**config.mk**
```make
export PLATFORM = sky130hd
export DESIGN_NAME = irq_event_unit
export DESIGN_NICKNAME = d
export VERILOG_FILES = /design/src/rtl/irq_unit_pkg.sv /design/src/rtl/irq_reg_decode.sv /design/src/rtl/irq_flag_bank.sv /design/src/rtl/irq_enable_reg.sv /design/src/rtl/irq_event_unit.sv
export SDC_FILE = /design/constraint.sdc
export NUM_CORES = 1
export LEC_CHECK = 0
export ABC_AREA = 1
export BUFFER_PORTS_ARGS = -buffer_cell sky130_fd_sc_hd__buf_2
export CORE_MARGIN = 2
export CORE_UTILIZATION = 40
export CTS_BUF_LIST = sky130_fd_sc_hd__clkbuf_8
export DETAILED_ROUTE_END_ITERATION = 6
export PLACE_DENSITY = 0.71
export SYNTH_ARGS = -nofsm -noshare
export SYNTH_HDL_FRONTEND = slang
export SYNTH_HIERARCHICAL = 1
export SYNTH_SLANG_ARGS = --single-unit
```
**constraint.sdc**
```tcl
create_clock -name clk -period 3.25 [get_ports clk]
set_clock_uncertainty 0.2 [all_clocks]
set_input_delay 0.325 -clock clk [delete_from_list [all_inputs] [get_ports clk]]
set_output_delay 0.325 -clock clk [all_outputs]
set_load 0.02 [all_outputs]
```
**src/rtl/irq_unit_pkg.sv**
```systemverilog
package irq_unit_pkg;

    localparam int IU_DATA_W   = 16;
    localparam int IU_ADDR_W   = 3;
    localparam int IU_NUM_EVT  = 7;
    localparam int IU_BUSY_BIT = 12;

    // word addresses of the register port
    localparam int IU_A_RAW    = 0;
    localparam int IU_A_MASKED = 1;
    localparam int IU_A_EN_SET = 2;
    localparam int IU_A_EN_CLR = 3;

    typedef struct packed {
        logic raw;
        logic masked;
        logic en_set;
        logic en_clr;
    } reg_sel_t;

endpackage

```
**src/rtl/irq_reg_decode.sv**
```systemverilog
module irq_reg_decode
    import irq_unit_pkg::*;
#(
    parameter int ADDR_W  = IU_ADDR_W,
    parameter int DATA_W  = IU_DATA_W,
    parameter int NUM_EVT = IU_NUM_EVT
) (
    input  logic [ADDR_W-1:0]  addr_i,
    input  logic               wr_i,
    input  logic [DATA_W-1:0]  wdata_i,
    output reg_sel_t           sel_o,
    output logic [NUM_EVT-1:0] clr_mask_o,
    output logic [NUM_EVT-1:0] en_set_mask_o,
    output logic [NUM_EVT-1:0] en_clr_mask_o
);

    logic [NUM_EVT-1:0] wbits;

    assign wbits = wdata_i[NUM_EVT-1:0];

    generate
        if (NUM_EVT < DATA_W) begin : g_hi
            logic unused_hi;
            assign unused_hi = ^wdata_i[DATA_W-1:NUM_EVT];
        end
    endgenerate

    always_comb begin
        sel_o        = '0;
        sel_o.raw    = (int'(addr_i) == IU_A_RAW);
        sel_o.masked = (int'(addr_i) == IU_A_MASKED);
        sel_o.en_set = (int'(addr_i) == IU_A_EN_SET);
        sel_o.en_clr = (int'(addr_i) == IU_A_EN_CLR);
    end

    assign clr_mask_o    = (wr_i && sel_o.masked) ? wbits : '0;
    assign en_set_mask_o = (wr_i && sel_o.en_set) ? wbits : '0;
    assign en_clr_mask_o = (wr_i && sel_o.en_clr) ? wbits : '0;

endmodule

```
**src/rtl/irq_flag_bank.sv**
```systemverilog
module irq_flag_bank
    import irq_unit_pkg::*;
#(
    parameter int NUM_EVT = IU_NUM_EVT
) (
    input  logic               clk,
    input  logic               rst_n,
    input  logic [NUM_EVT-1:0] evt_i,
    input  logic [NUM_EVT-1:0] clr_i,
    output logic [NUM_EVT-1:0] flags_o
);

    typedef struct packed {
        logic [NUM_EVT-1:0] flags;
    } bank_t;

    bank_t st_d, st_q;

    always_comb begin
        st_d = st_q;
        for (int b = 0; b < NUM_EVT; b++) begin
            // a new event outranks a clear of the same bit
            if (evt_i[b])
                st_d.flags[b] = 1'b1;
            else if (clr_i[b])
                st_d.flags[b] = 1'b0;
        end
    end

    always_ff @(posedge clk or negedge rst_n) begin
        if (!rst_n)
            st_q <= '0;
        else
            st_q <= st_d;
    end

    assign flags_o = st_q.flags;

    p_evt_latch_r2: assert property (@(posedge clk) disable iff (!rst_n)
        (|evt_i) |=> ((flags_o & $past(evt_i)) == $past(evt_i)));

    // clear in the same cycle never beats the event
    p_evt_wins_r10: assert property (@(posedge clk) disable iff (!rst_n)
        (|(evt_i & clr_i)) |=> ((flags_o & $past(evt_i & clr_i)) == $past(evt_i & clr_i)));

    p_clear_ones_r5: assert property (@(posedge clk) disable iff (!rst_n)
        (|(clr_i & ~evt_i)) |=> ((flags_o & $past(clr_i & ~evt_i)) == '0));

    p_zero_keeps_r5: assert property (@(posedge clk) disable iff (!rst_n)
        1'b1 |=> ((flags_o & $past(flags_o & ~clr_i)) == $past(flags_o & ~clr_i)));

endmodule

```
**src/rtl/irq_enable_reg.sv**
```systemverilog
module irq_enable_reg
    import irq_unit_pkg::*;
#(
    parameter int NUM_EVT = IU_NUM_EVT
) (
    input  logic               clk,
    input  logic               rst_n,
    input  logic [NUM_EVT-1:0] set_i,
    input  logic [NUM_EVT-1:0] clr_i,
    output logic [NUM_EVT-1:0] en_o
);

    typedef struct packed {
        logic [NUM_EVT-1:0] en;
    } en_state_t;

    en_state_t st_d, st_q;

    always_comb begin
        st_d    = st_q;
        st_d.en = (st_q.en | set_i) & ~clr_i;
    end

    always_ff @(posedge clk or negedge rst_n) begin
        if (!rst_n)
            st_q <= '0;
        else
            st_q <= st_d;
    end

    assign en_o = st_q.en;

    p_en_set_r7: assert property (@(posedge clk) disable iff (!rst_n)
        (|set_i) |=> ((en_o & $past(set_i)) == $past(set_i)));

    p_en_clr_r8: assert property (@(posedge clk) disable iff (!rst_n)
        (|clr_i) |=> ((en_o & $past(clr_i)) == '0));

    p_en_hold_r7: assert property (@(posedge clk) disable iff (!rst_n)
        (set_i == '0 && clr_i == '0) |=> $stable(en_o));

endmodule

```
**src/rtl/irq_event_unit.sv**
```systemverilog
module irq_event_unit
    import irq_unit_pkg::*;
#(
    parameter int DATA_W   = IU_DATA_W,
    parameter int ADDR_W   = IU_ADDR_W,
    parameter int NUM_EVT  = IU_NUM_EVT,
    parameter int BUSY_BIT = IU_BUSY_BIT
) (
    input  logic               clk,
    input  logic               rst_n,
    input  logic [ADDR_W-1:0]  reg_addr_i,
    input  logic               reg_wr_i,
    input  logic [DATA_W-1:0]  reg_wdata_i,
    output logic [DATA_W-1:0]  reg_rdata_o,
    input  logic [NUM_EVT-1:0] evt_pulse_i,
    input  logic               bus_busy_i,
    output logic               irq_o
);

    reg_sel_t           sel;
    logic [NUM_EVT-1:0] clr_mask;
    logic [NUM_EVT-1:0] en_set_mask;
    logic [NUM_EVT-1:0] en_clr_mask;
    logic [NUM_EVT-1:0] flags;
    logic [NUM_EVT-1:0] en;
    logic [NUM_EVT-1:0] pending;

    irq_reg_decode #(
        .ADDR_W (ADDR_W),
        .DATA_W (DATA_W),
        .NUM_EVT(NUM_EVT)
    ) u_dec (
        .addr_i       (reg_addr_i),
        .wr_i         (reg_wr_i),
        .wdata_i      (reg_wdata_i),
        .sel_o        (sel),
        .clr_mask_o   (clr_mask),
        .en_set_mask_o(en_set_mask),
        .en_clr_mask_o(en_clr_mask)
    );

    irq_flag_bank #(
        .NUM_EVT(NUM_EVT)
    ) u_flags (
        .clk    (clk),
        .rst_n  (rst_n),
        .evt_i  (evt_pulse_i),
        .clr_i  (clr_mask),
        .flags_o(flags)
    );

    irq_enable_reg #(
        .NUM_EVT(NUM_EVT)
    ) u_en (
        .clk  (clk),
        .rst_n(rst_n),
        .set_i(en_set_mask),
        .clr_i(en_clr_mask),
        .en_o (en)
    );

    assign pending = flags & en;
    assign irq_o   = |pending;

    always_comb begin
        reg_rdata_o = '0;
        if (sel.raw) begin
            reg_rdata_o[NUM_EVT-1:0] = flags;
            reg_rdata_o[BUSY_BIT]    = bus_busy_i;
        end else if (sel.masked) begin
            reg_rdata_o[NUM_EVT-1:0] = pending;
        end else if (sel.en_set || sel.en_clr) begin
            reg_rdata_o[NUM_EVT-1:0] = en;
        end
    end

    // a new request needs a fresh event or a fresh enable
    p_irq_cause_r9: assert property (@(posedge clk) disable iff (!rst_n)
        $rose(irq_o) |-> ($past(|evt_pulse_i) || $past(|en_set_mask)));

    p_irq_drop_r9: assert property (@(posedge clk) disable iff (!rst_n)
        $fell(irq_o) |-> ($past(|clr_mask) || $past(|en_clr_mask)));

endmodule

```
Word level (Yosys, flattened, before mapping)
Cells that the tools add are included.
W data, S select, Z words.
{"block": "totals", "ram_bits": 0, "register_bits": 14, "mem_count": 0, "output_inout_bits": 17, "latch_bits": 0, "rom_bits": 0}
{"block": "op_classes", "bitwise_logic": 4, "magnitude_cmp": 0, "addsub": 0, "reduce_logical": 13, "multipliers": 0, "muxes": 21, "shift": 0, "eq_ne": 3, "n_div": 0}
{"op": "$mux W7", "n": 6}
{"op": "$mux W1", "n": 15}
{"op": "$and A7 B7 Y7", "n": 2}
{"op": "$reduce_bool A2 Y1", "n": 7}
{"op": "$not A7 Y7", "n": 1}
{"op": "$or A7 B7 Y7", "n": 1}
{"op": "$reduce_or A7 Y1", "n": 1}
{"op": "$eq A3 B3 Y1 const B", "n": 2}
{"op": "$eq A3 B2 Y1 const B", "n": 1}
{"op": "$logic_and A1 B1 Y1", "n": 3}
{"op": "$logic_not A3 Y1", "n": 1}
{"op": "$logic_or A1 B1 Y1", "n": 1}

Logic depth before layout (Yosys ltp)
Gate-level depths: netlist (run 1).
{"block": "logic_depth", "ltp_word": 5, "depth_mapped": 6}

Modules after synthesis
The synthesis (run 1) kept the hierarchy.
{"mod": "irq_event_unit", "area_each_um2": 329.1, "instances": 1, "seq_area_each_um2": 0.0, "cells_per_inst": 70}
{"mod": "irq_flag_bank", "area_each_um2": 280.3, "instances": 1, "seq_area_each_um2": 175.2, "cells_per_inst": 35}
{"mod": "irq_enable_reg", "area_each_um2": 227.7, "instances": 1, "seq_area_each_um2": 175.2, "cells_per_inst": 21}
{"mod": "irq_reg_decode", "area_each_um2": 155.1, "instances": 1, "seq_area_each_um2": 0.0, "cells_per_inst": 38}

Worst setup path before layout (run 1)
OpenSTA, ideal clock, no wires.
{"block": "synth_path", "kind": "input to output", "startpoint": "input reg_addr_i[2]", "endpoint": "output reg_rdata_o[5]", "arrival_ns": 1.209, "setup_slack_ns": 1.516, "cell_stages": 5, "t_required_ns": 2.725, "n_path_buf": 1, "cell_sequence": "nor3_1 buf_6 nor2_2 nand3_1 nand2_1"}
{"block": "synth_between", "elab_chain_cells": 5, "elab_cells_between_ends": 8, "cone_classes": "3 x eq/ne; 3 x mux; 2 x reduce/logical"}
{"item": "start: declaration", "line": "irq_event_unit.sv:11", "rtl": "input logic [ADDR_W-1:0] reg_addr_i,"}
{"item": "$eq A3 B3 Y1, on equally long branches", "line": "irq_reg_decode.sv:32, irq_reg_decode.sv:33"}
{"item": "$logic_or A1 B1 Y1", "line": "irq_event_unit.sv:72", "rtl": "end else if (sel.en_set || sel.en_clr) begin"}
{"item": "$mux W7", "line": "irq_event_unit.sv:72"}
{"item": "$mux W7", "line": "irq_event_unit.sv:70", "rtl": "end else if (sel.masked) begin"}
{"item": "$mux W7 *", "line": "irq_event_unit.sv:67", "rtl": "if (sel.raw) begin"}
{"item": "end: declaration", "line": "irq_event_unit.sv:14", "rtl": "output logic [DATA_W-1:0] reg_rdata_o,"}
Every way passes the cells marked *; elsewhere a longest branch is shown, timed or not.

==> results.cfg, run 1 <==
[timing]
hold_viol_final = 0
setup_viol = 0
slew_violations = 0
max_freq_ghz = 0.505
fin_crit_sh = 0.609
rsz0062_at_grt = false
finalCriticalPeriod_ns = 1.98
finalSetupTns_ns = 0

[clocking]
cts_sinks = 14
htreeDepth = 1
cts_setup_buffers = 0
numCtsBuffers = 3
cts_tree = done
clkLatencyLatePin_ns = 0.24
clk_pin_slew_ns = 0.06
ctsRootBufferMaster = clkbuf_8
clock_path_buffers = 2

[place]
dpl.hpwl_mm = 1.50
io_buffers = 29
place_area_um2 = 1140
gp_congestion = 0.713

[synth]
synthTopCellsByCount = nor2_1 (42), nand2_1 (40), inv_1 (35)
synth_area_per_cell_um2 = 6.05
synth_fa_ha_area_frac = 0
synth_seq_cells = 14
yosysUniqueCellTypes = 14
yosysTopAreaCellShare = 0.353
synth_xor_area_frac = 0
synth_edf_count = 0
syn_inst = 164
synth_compound_area_frac = 0.0101
yosys_warnings = 6
syn-cell-area_um2 = 992
synthTopCellsByArea = dfrtp_1 (35%), nor2_1 (16%), nand2_1 (15%)
synth.most_common_cell = nor2_1
yosys.area_share.simple = 0.429
synth_top_family_by_area = simple AND/OR/NAND/NOR gates
yosys.area.top_type = dfrtp_1
synth_ff_type = dfrtp_1
async_reset_ff_frac = 1.00
muxShareOfSynthArea = 0
synth_seq_area_share = 0.353

[worst_setup_path]
cp-end-kind = output port
crit_type = input pin to output port
crit_fanout = 7
cp.arrival_ns = 1.45
worstSetupStartpointType = input pin
critPathRequiredTime_ns = 2.72

[power]
p_leak_nw = 0.738
peakVddDrop_uv = 300
powerDensity_nw_per_um2 = 405

[floorplanning]
die_y_um = 53.8
rows = 18
die_width_um = 53.8
dieArea_um2 = 2890
initial_core_util = 0.412
coreArea_um2 = 2410
io_pins = 47

[detailed_routing]
routedWlPerCell_um = 8.81
dr.first_iter.drc_count = 26
wirelength_mm = 2.00
first_pass_iters = 4
vias_per_cell = 4.35
vias = 988
ant_nets = 0
drc = 0

[flow_run]
drv_cap = 0

[grt]
grt.overflow.total = 0
grt_usage = 0.163
grt_pass1_vias = 845
grt_pass1_wl_mm = 3.40
antenna_found_initial = 0
grt_max_degree = 15

[finish]
regArea_um2 = 350
antennaDiodeCount = 0
area_delta_synth_final_pct = 20.6
finish.instance_area_um2 = 1200
multi_input_area_um2 = 465
layout-drive-gt1-share = 0.178
final_nets = 229
fill_cells = 263

[hold_path]
hp-class = input pin to flop

[outcome]
status = finished clean
## layout by cell type (no fill, tap or decap)
| master | instances |
|---|---|
| nor2_1 | 42 |
| nand2_1 | 40 |
| inv_1 | 35 |
| buf_2 | 29 |
| dfrtp_1 | 14 |
| conb_1 | 8 |
| nand3_1 | 7 |
| or2_1 | 4 |
| nor3_1 | 4 |
| clkbuf_8 | 3 |
| nand4_1 | 3 |
| a21oi_1 | 2 |
| or2_0 | 2 |
| buf_4 | 2 |
| nor2_2 | 1 |
| dlygate4sd3_1 | 1 |
## registers in the layout, indices dropped and copies added, names as in the netlist
signal / flops
u_flags/flags_o: 7
u_en/en_o: 7
## power by group
group | internal (W) | leakage, nW | switching (W)
sequential | 0.000196 | 0.147 | 0.0000166
combinational | 0.0000479 | 0.570 | 0.0000856
clock | 0.0000818 | 0.0216 | 0.0000565
total | 0.000326 | 0.738 | 0.000159
## layout make-up
class,instances,share of cell area
multi-input cells,113,0.389
flip-flops and latches,14,0.293
repair buffers,32,0.142
inverters,35,0.110
clock buffers,3,0.0345
well taps,30,0.0314
## through the flow
stage | total power [W] | hold WS, ns | worst slack, ns | instances | utilization
after CTS | 0.000490 | 0.0613 | 1.25 | 227 | 0.496
final | 0.000484 | 0.0623 | 1.27 | 227 | 0.496
after floorplan | 0.000312 | -0.171 | 1.52 | 171 | -
after global placement | 0.000348 | 0.0378 | 1.24 | 223 | 0.475
after global routing | 0.000522 | 0.0568 | 1.04 | 227 | 0.496
after detailed placement | 0.000349 | 0.0417 | 1.25 | 223 | 0.475
## final timing paths
kind                                           startpoint                             end  slack, ns  cells after the start
max                                         reg_addr_i[0]                  reg_rdata_o[3]       1.27                      8
max reg2reg                        u_en/en_o[3]$_DFF_PN0_          u_en/en_o[3]$_DFF_PN0_       2.41                      2
min in group asynchronous                           rst_n  u_flags/flags_o[2]$_DFFE_PN0P_       0.31                      2
min reg2reg                u_flags/flags_o[1]$_DFFE_PN0P_  u_flags/flags_o[1]$_DFFE_PN0P_       0.31                      2
min                                        evt_pulse_i[1]  u_flags/flags_o[1]$_DFFE_PN0P_       0.06                      3
max in group asynchronous                           rst_n  u_flags/flags_o[6]$_DFFE_PN0P_       2.30                      2
## layer usage
| layer | global-route usage | up-vias | part of all wire |
|---|---|---|---|
| li1 | - | 528 | - |
| met3 | 0.0306 | 2 | 0.064 |
| met2 | 0.283 | 34 | 0.44 |
| met4 | 0.0641 | 0 | 0.0055 |
| met5 | 0 | - | 0 |
| met1 | 0.199 | 424 | 0.49 |
## cell families (layout without fill, tap and decap cells)
logic type | after synthesis | after routing
buffers and inverters | 44 | 70
DFF | 14 | 14
and+or+nand+nor | 103 | 103
other | 1 | 8
AOI/OAI and AO/OA | 2 | 2
## what timing repair did
action | 4_1_cts | 5_1_grt
hold buffers | 1 | 0
hold endpoints to repair | 14 | 0
endpoints found under the setup margin | 0 | 0
gates resized for setup | 0 | 0
## worst max-delay path, cell delays in order
cell and delay [ns]:
buf_2 0.12, inv_1 0.07, nor3_1 0.18, inv_1 0.16, nand2_1 0.25, nand3_1 0.11
nand2_1 0.07, buf_2 0.16
Note: power is estimated with default switching activity, not from simulation.
==> inputs of run 2 (changes only) <==
==> constraint.sdc (replaced) <==
create_clock -name clk -period 2 [get_ports clk]
set_clock_uncertainty 0.2 [all_clocks]
set_input_delay 0.2 -clock clk [delete_from_list [all_inputs] [get_ports clk]]
set_output_delay 0.2 -clock clk [all_outputs]
set_load 0.02 [all_outputs]
==> run 2 against run 1 <==
- first-iteration DRC count shrank 62%
- die area is the same
- routed wire length grew 7.9%
- utilization grew 3.5 points
- total power grew 76%
- non-clock buffer count grew 7
- combinational power grew 71%
- sequential cell count is the same
- register-to-register slack lost 1.3 ns
- cell count grew 3.5%
- largest cell class unchanged
- highest routed layer unchanged
- count of clock-buffer cells in the layout grew 1
- sequential share of layout area shrank 1.9 points
==> results.cfg, run 2 (synthesis gave the netlist of run 1 again) <==
[timing]
finalCriticalPeriod_ns = 1.76
setup_ws_ns = 0.245
timing.hold.ws_ns = 0.0567
fin_crit_sh = 0.878
rsz0062_at_grt = false
slew_violations = 0
finalSetupTns_ns = 0
max_freq_ghz = 0.570
setup_viol = 0
hold_viol_final = 0

[finish]
final_nets = 236
final_cell_mix = nor2_1 (42), nand2_1 (40), inv_1 (35)
antennaDiodeCount = 0
fill_cells = 249
finish.instance_area_um2 = 1280
area_delta_synth_final_pct = 29.0
final_common_cell = nor2_1
layout-drive-gt1-share = 0.176

[detailed_routing]
vias_per_cell = 4.30
routedWlPerCell_um = 9.19
dr.first_iter.drc_count = 10
drc = 0
first_pass_iters = 2
wirelength_mm = 2.16
ant_nets = 0
vias = 1010

[place]
dp_slack_ns = 0.234
io_buffers = 29
place_area_um2 = 1140
dpl.hpwl_mm = 1.52
gp_congestion = 0.710

[worst_setup_path]
cp-end-kind = output port
cp.buffers_inverters = 4
cpPeakStageDelay_ns = 0.27
cp_cell_sequence = buf_2, inv_1, nor3_1, inv_1, nand2_1, nand3_1, nand2_1, buf_2
worstSetupStartpointType = input pin
slowest_stage = nand2_1
critPathTopFamily = simple AND/OR/NAND/NOR gates
crit_type = input pin to output port
cp.arrival_ns = 1.36
crit_fanout = 7
critPathRequiredTime_ns = 1.60

[grt]
grt.overflow.total = 0
antenna_found_initial = 0
grt_max_degree = 15
grt_usage = 0.176
top_usage_layer = met2
use_met2 = 0.309
grt_pass1_vias = 883
globalRouteMet1Util = 0.209
grt_use_met3 = 0.0222
grt_pass1_wl_mm = 3.62

[clocking]
cts_setup_buffers = 0
cts_resized = 0
clock_path_buffers = 2
ctsRootBufferMaster = clkbuf_8
cts_tree = done
numCtsBuffers = 3
clk_pin_slew_ns = 0.06
htreeDepth = 1
ctsHoldBuffers = 8
clkLatencyLatePin_ns = 0.25
cts_sinks = 14

[floorplanning]
die_y_um = 53.8
die_width_um = 53.8
initial_core_util = 0.412
dieArea_um2 = 2890
rows = 18
io_pins = 47
coreArea_um2 = 2410

[power]
peakVddDrop_uv = 468
p_leak_nw = 0.774
powerDensity_nw_per_um2 = 666

[outcome]
status = finished clean

[hold_path]
hp-class = input pin to flop

[flow_run]
drv_cap = 0
run 2: cell count changes in the layout (fill, tap and decap cells not counted), sizes merged:
| cell | before | now |
|---|---|---|
| dlygate4sd3 | 1 | 8 |
| clkbuf | 3 | 4 |
run 2: final timing paths:
kind	startpoint	endpoint	slack, ns	depth (start not counted)
setup / recovery	reg_addr_i[0]	reg_rdata_o[3]	0.24	8
hold / removal	reg_wdata_i[4]	u_en/en_o[4]$_DFF_PN0_	0.06	4
setup reg to reg	u_en/en_o[2]$_DFF_PN0_	u_en/en_o[2]$_DFF_PN0_	1.15	2
hold reg to reg	u_flags/flags_o[1]$_DFFE_PN0P_	u_flags/flags_o[1]$_DFFE_PN0P_	0.31	2
max in group asynchronous	rst_n	u_flags/flags_o[0]$_DFFE_PN0P_	1.18	2
min in group asynchronous	rst_n	u_flags/flags_o[5]$_DFFE_PN0P_	0.17	2
run 2: through the flow:
step           cells  power (W)   util
2_1_floorplan    171   0.000507      -
3_3_place_gp     223   0.000564  0.475
3_5_place_dp     223   0.000566  0.475
4_1_cts          235   0.000858  0.531
5_1_grt          235   0.000912  0.531
6_report         235   0.000853  0.531
run 2: worst register-to-register path, cell delays in order (launching register included):
cell     delay, ns
dfrtp_1       0.41
nor2_1        0.10
nor2_1        0.04
run 2: layout make-up:
cell class / instances / area [um2] / share of cell area
Clock buffer: 4 / 55.1 / 0.0430
Inverter: 35 / 131 / 0.103
Multi-Input combinational cell: 113 / 465 / 0.364
Sequential cell: 14 / 350 / 0.274
Tap cell: 30 / 37.5 / 0.0293
Timing Repair Buffer: 39 / 240 / 0.188
run 2: routing by layer:
layer  up-vias  wire, um
met2        29       994
met4         0        42
met3         5       128
li1        540         -
met1       436       994
met5         -         0
run 2: power by group:
part           internal, W  switching [W]
Combinational    0.0000867       0.000141
Clock             0.000175       0.000105
Sequential        0.000318      0.0000275
Total             0.000580       0.000273
==> inputs of run 3 (changes only) <==
--- a/config.mk
+++ b/config.mk
@@ -9,9 +9,10 @@
 export BUFFER_PORTS_ARGS = -buffer_cell sky130_fd_sc_hd__buf_2
 export CORE_MARGIN = 2
 export CORE_UTILIZATION = 40
-export CTS_BUF_LIST = sky130_fd_sc_hd__clkbuf_8
+export CTS_BUF_LIST = sky130_fd_sc_hd__clkbuf_4
 export DETAILED_ROUTE_END_ITERATION = 6
 export PLACE_DENSITY = 0.71
+export RECOVER_POWER = 50
 export SYNTH_ARGS = -nofsm -noshare
 export SYNTH_HDL_FRONTEND = slang
 export SYNTH_HIERARCHICAL = 1
==> run 3 against run 2 <==
- die area stayed put
- total power is 13% lower
- final area is 2.3% lower
- combinational power hardly changed
- utilization is 1.2 points lower
- register-to-register slack hardly changed
- critical endpoint unchanged
- routed wire length is 1.3% lower
- global-route usage is 0.29 points lower
- critical path type unchanged
- largest power group unchanged
==> results.cfg, run 3 (synthesis gave the netlist of run 1 again) <==
[outcome]
status = finished clean

[floorplanning]
die_width_um = 53.8
io_pins = 47
coreArea_um2 = 2410
rows = 18
dieArea_um2 = 2890
initial_core_util = 0.412
die_y_um = 53.8

[hold_path]
hp-class = input pin to flop
hold_depth = 4
min_from = reg_wdata_i[6]
hold_path_end = u_en/en_o[6]$_DFF_PN0_

[detailed_routing]
ant_nets = 0
vias_per_cell = 4.39
dr.first_iter.drc_count = 11
drc = 0
first_pass_iters = 4
wirelength_mm = 2.13
routedWlPerCell_um = 9.06
vias = 1032

[worst_setup_path]
r2r_end = u_en/en_o[2]$_DFF_PN0_
crit_type = input pin to output port
crit_fanout = 7
cpPeakStageDelay_ns = 0.26
r2r_slack_ns = 1.14
critPathTopFamily = simple AND/OR/NAND/NOR gates
cp-end-kind = output port
slowest_stage = nand2_1
cp.arrival_ns = 1.36
reg2reg_depth = 2
critPathRequiredTime_ns = 1.60
cp_cell_sequence = buf_2, inv_1, nor3_1, inv_1, nand2_1, nand3_1, nand2_1, buf_2
cp.buffers_inverters = 4
r2r-start = u_en/en_o[2]$_DFF_PN0_
worstSetupStartpointType = input pin

[timing]
max_freq_ghz = 0.568
relSlewSlack = 0.489
finalCriticalPeriod_ns = 1.76
rsz0062_at_grt = false
finalSetupTns_ns = 0
slew_violations = 0
fin_crit_sh = 0.880
hold_viol_final = 0
tightest_slew_ns = 0.766
setup_viol = 0

[clocking]
cts_sinks = 14
clk_pin_slew_ns = 0.09
cts_setup_buffers = 0
htreeDepth = 1
clkLatencyLatePin_ns = 0.28
clock_path_buffers = 2
cts_tree = done
numCtsBuffers = 3
ctsRootBufferMaster = clkbuf_4

[grt]
grt_pass1_vias = 888
antenna_found_initial = 0
top_usage_layer = met2
grt_pass1_wl_mm = 3.59
grt.overflow.total = 0
grt_use_met3 = 0.0222
grt_usage = 0.173
globalRouteMet1Util = 0.199
use_met2 = 0.317
grt_max_degree = 15

[power]
p_leak_nw = 0.758
combinationalPowerShare = 0.308
p_clk_frac = 0.224
powerDensity_nw_per_um2 = 590
p_switching_w = 0.000261
netSwitchingFraction = 0.354
internal-power_w = 0.000476
seqPwrFrac = 0.468
peakVddDrop_uv = 415

[finish]
layout-drive-gt1-share = 0.166
antennaDiodeCount = 0
area_delta_synth_final_pct = 26.0
final_common_cell = nor2_1
finish.instance_area_um2 = 1250
fill_cells = 254
final_nets = 236
final_cell_mix = nor2_1 (42), nand2_1 (40), inv_1 (35)

[place]
place_area_um2 = 1140
gp_congestion = 0.710
io_buffers = 29
dpl.hpwl_mm = 1.52

[flow_run]
drv_cap = 0
==> run 3: timing repair <==
action	CTS	global route
hold endpoints to repair	21	0
hold buffers	8	0
gates resized for setup	0	0
==> run 3: worst register-to-register path, cell delays in order (launching register included) <==
cell and delay (ns):
dfrtp_1 0.41, nor2_1 0.10, nor2_1 0.05
==> run 3: metal layers <==
metal,up-vias,share of wire
li1,542,-
met1,454,0.47
met2,31,0.46
met3,5,0.060
met4,0,0.016
met5,-,0
==> run 3: power groups by stage <==
stage,Combinational (W),Clock [W],Sequential [W]
4_1_cts,0.000229,0.000170,0.000345
2_1_floorplan,0.000164,0,0.000344
6_report,0.000228,0.000165,0.000345
5_1_grt,0.000263,0.000181,0.000351
3_5_place_dp,0.000216,0,0.000350
3_3_place_gp,0.000215,0,0.000350
==> run 3: per-stage QoR <==
step,util,power [W],instances,setup slack [ns],hold slack (ns)
after floorplan,-,0.000507,171,0.516,-0.296
after global placement,0.475,0.000564,223,0.250,-0.0873
after detailed placement,0.475,0.000566,223,0.234,-0.0876
after CTS,0.519,0.000743,235,0.229,0.0128
after global routing,0.519,0.000794,235,0.00610,0.0367
final,0.519,0.000738,235,0.241,0.0200
==> run 3: how the worst max path moves through the flow <==
stage | slack, ns | start | cells past startpoint | end
after floorplan | 0.52 | reg_addr_i[2] | 5 | reg_rdata_o[5]
after global placement | 0.25 | reg_addr_i[0] | 8 | reg_rdata_o[0]
after detailed placement | 0.23 | reg_addr_i[0] | 8 | reg_rdata_o[0]
after CTS | 0.23 | reg_addr_i[0] | 8 | reg_rdata_o[3]
after global routing | 0.006 | reg_addr_i[0] | 8 | reg_rdata_o[2]
final | 0.24 | reg_addr_i[0] | 8 | reg_rdata_o[3]
==> run 3: area by class of cell <==
cell class / count / area [um2] / area share
inverter: 35 / 131 / 0.105
sequential: 14 / 350 / 0.280
clock inverter: 1 / 3.75 / 0.00300
tap: 30 / 37.5 / 0.0300
timing repair buffer: 39 / 239 / 0.191
multi-input combinational: 113 / 465 / 0.372
clock buffer: 3 / 22.5 / 0.0180
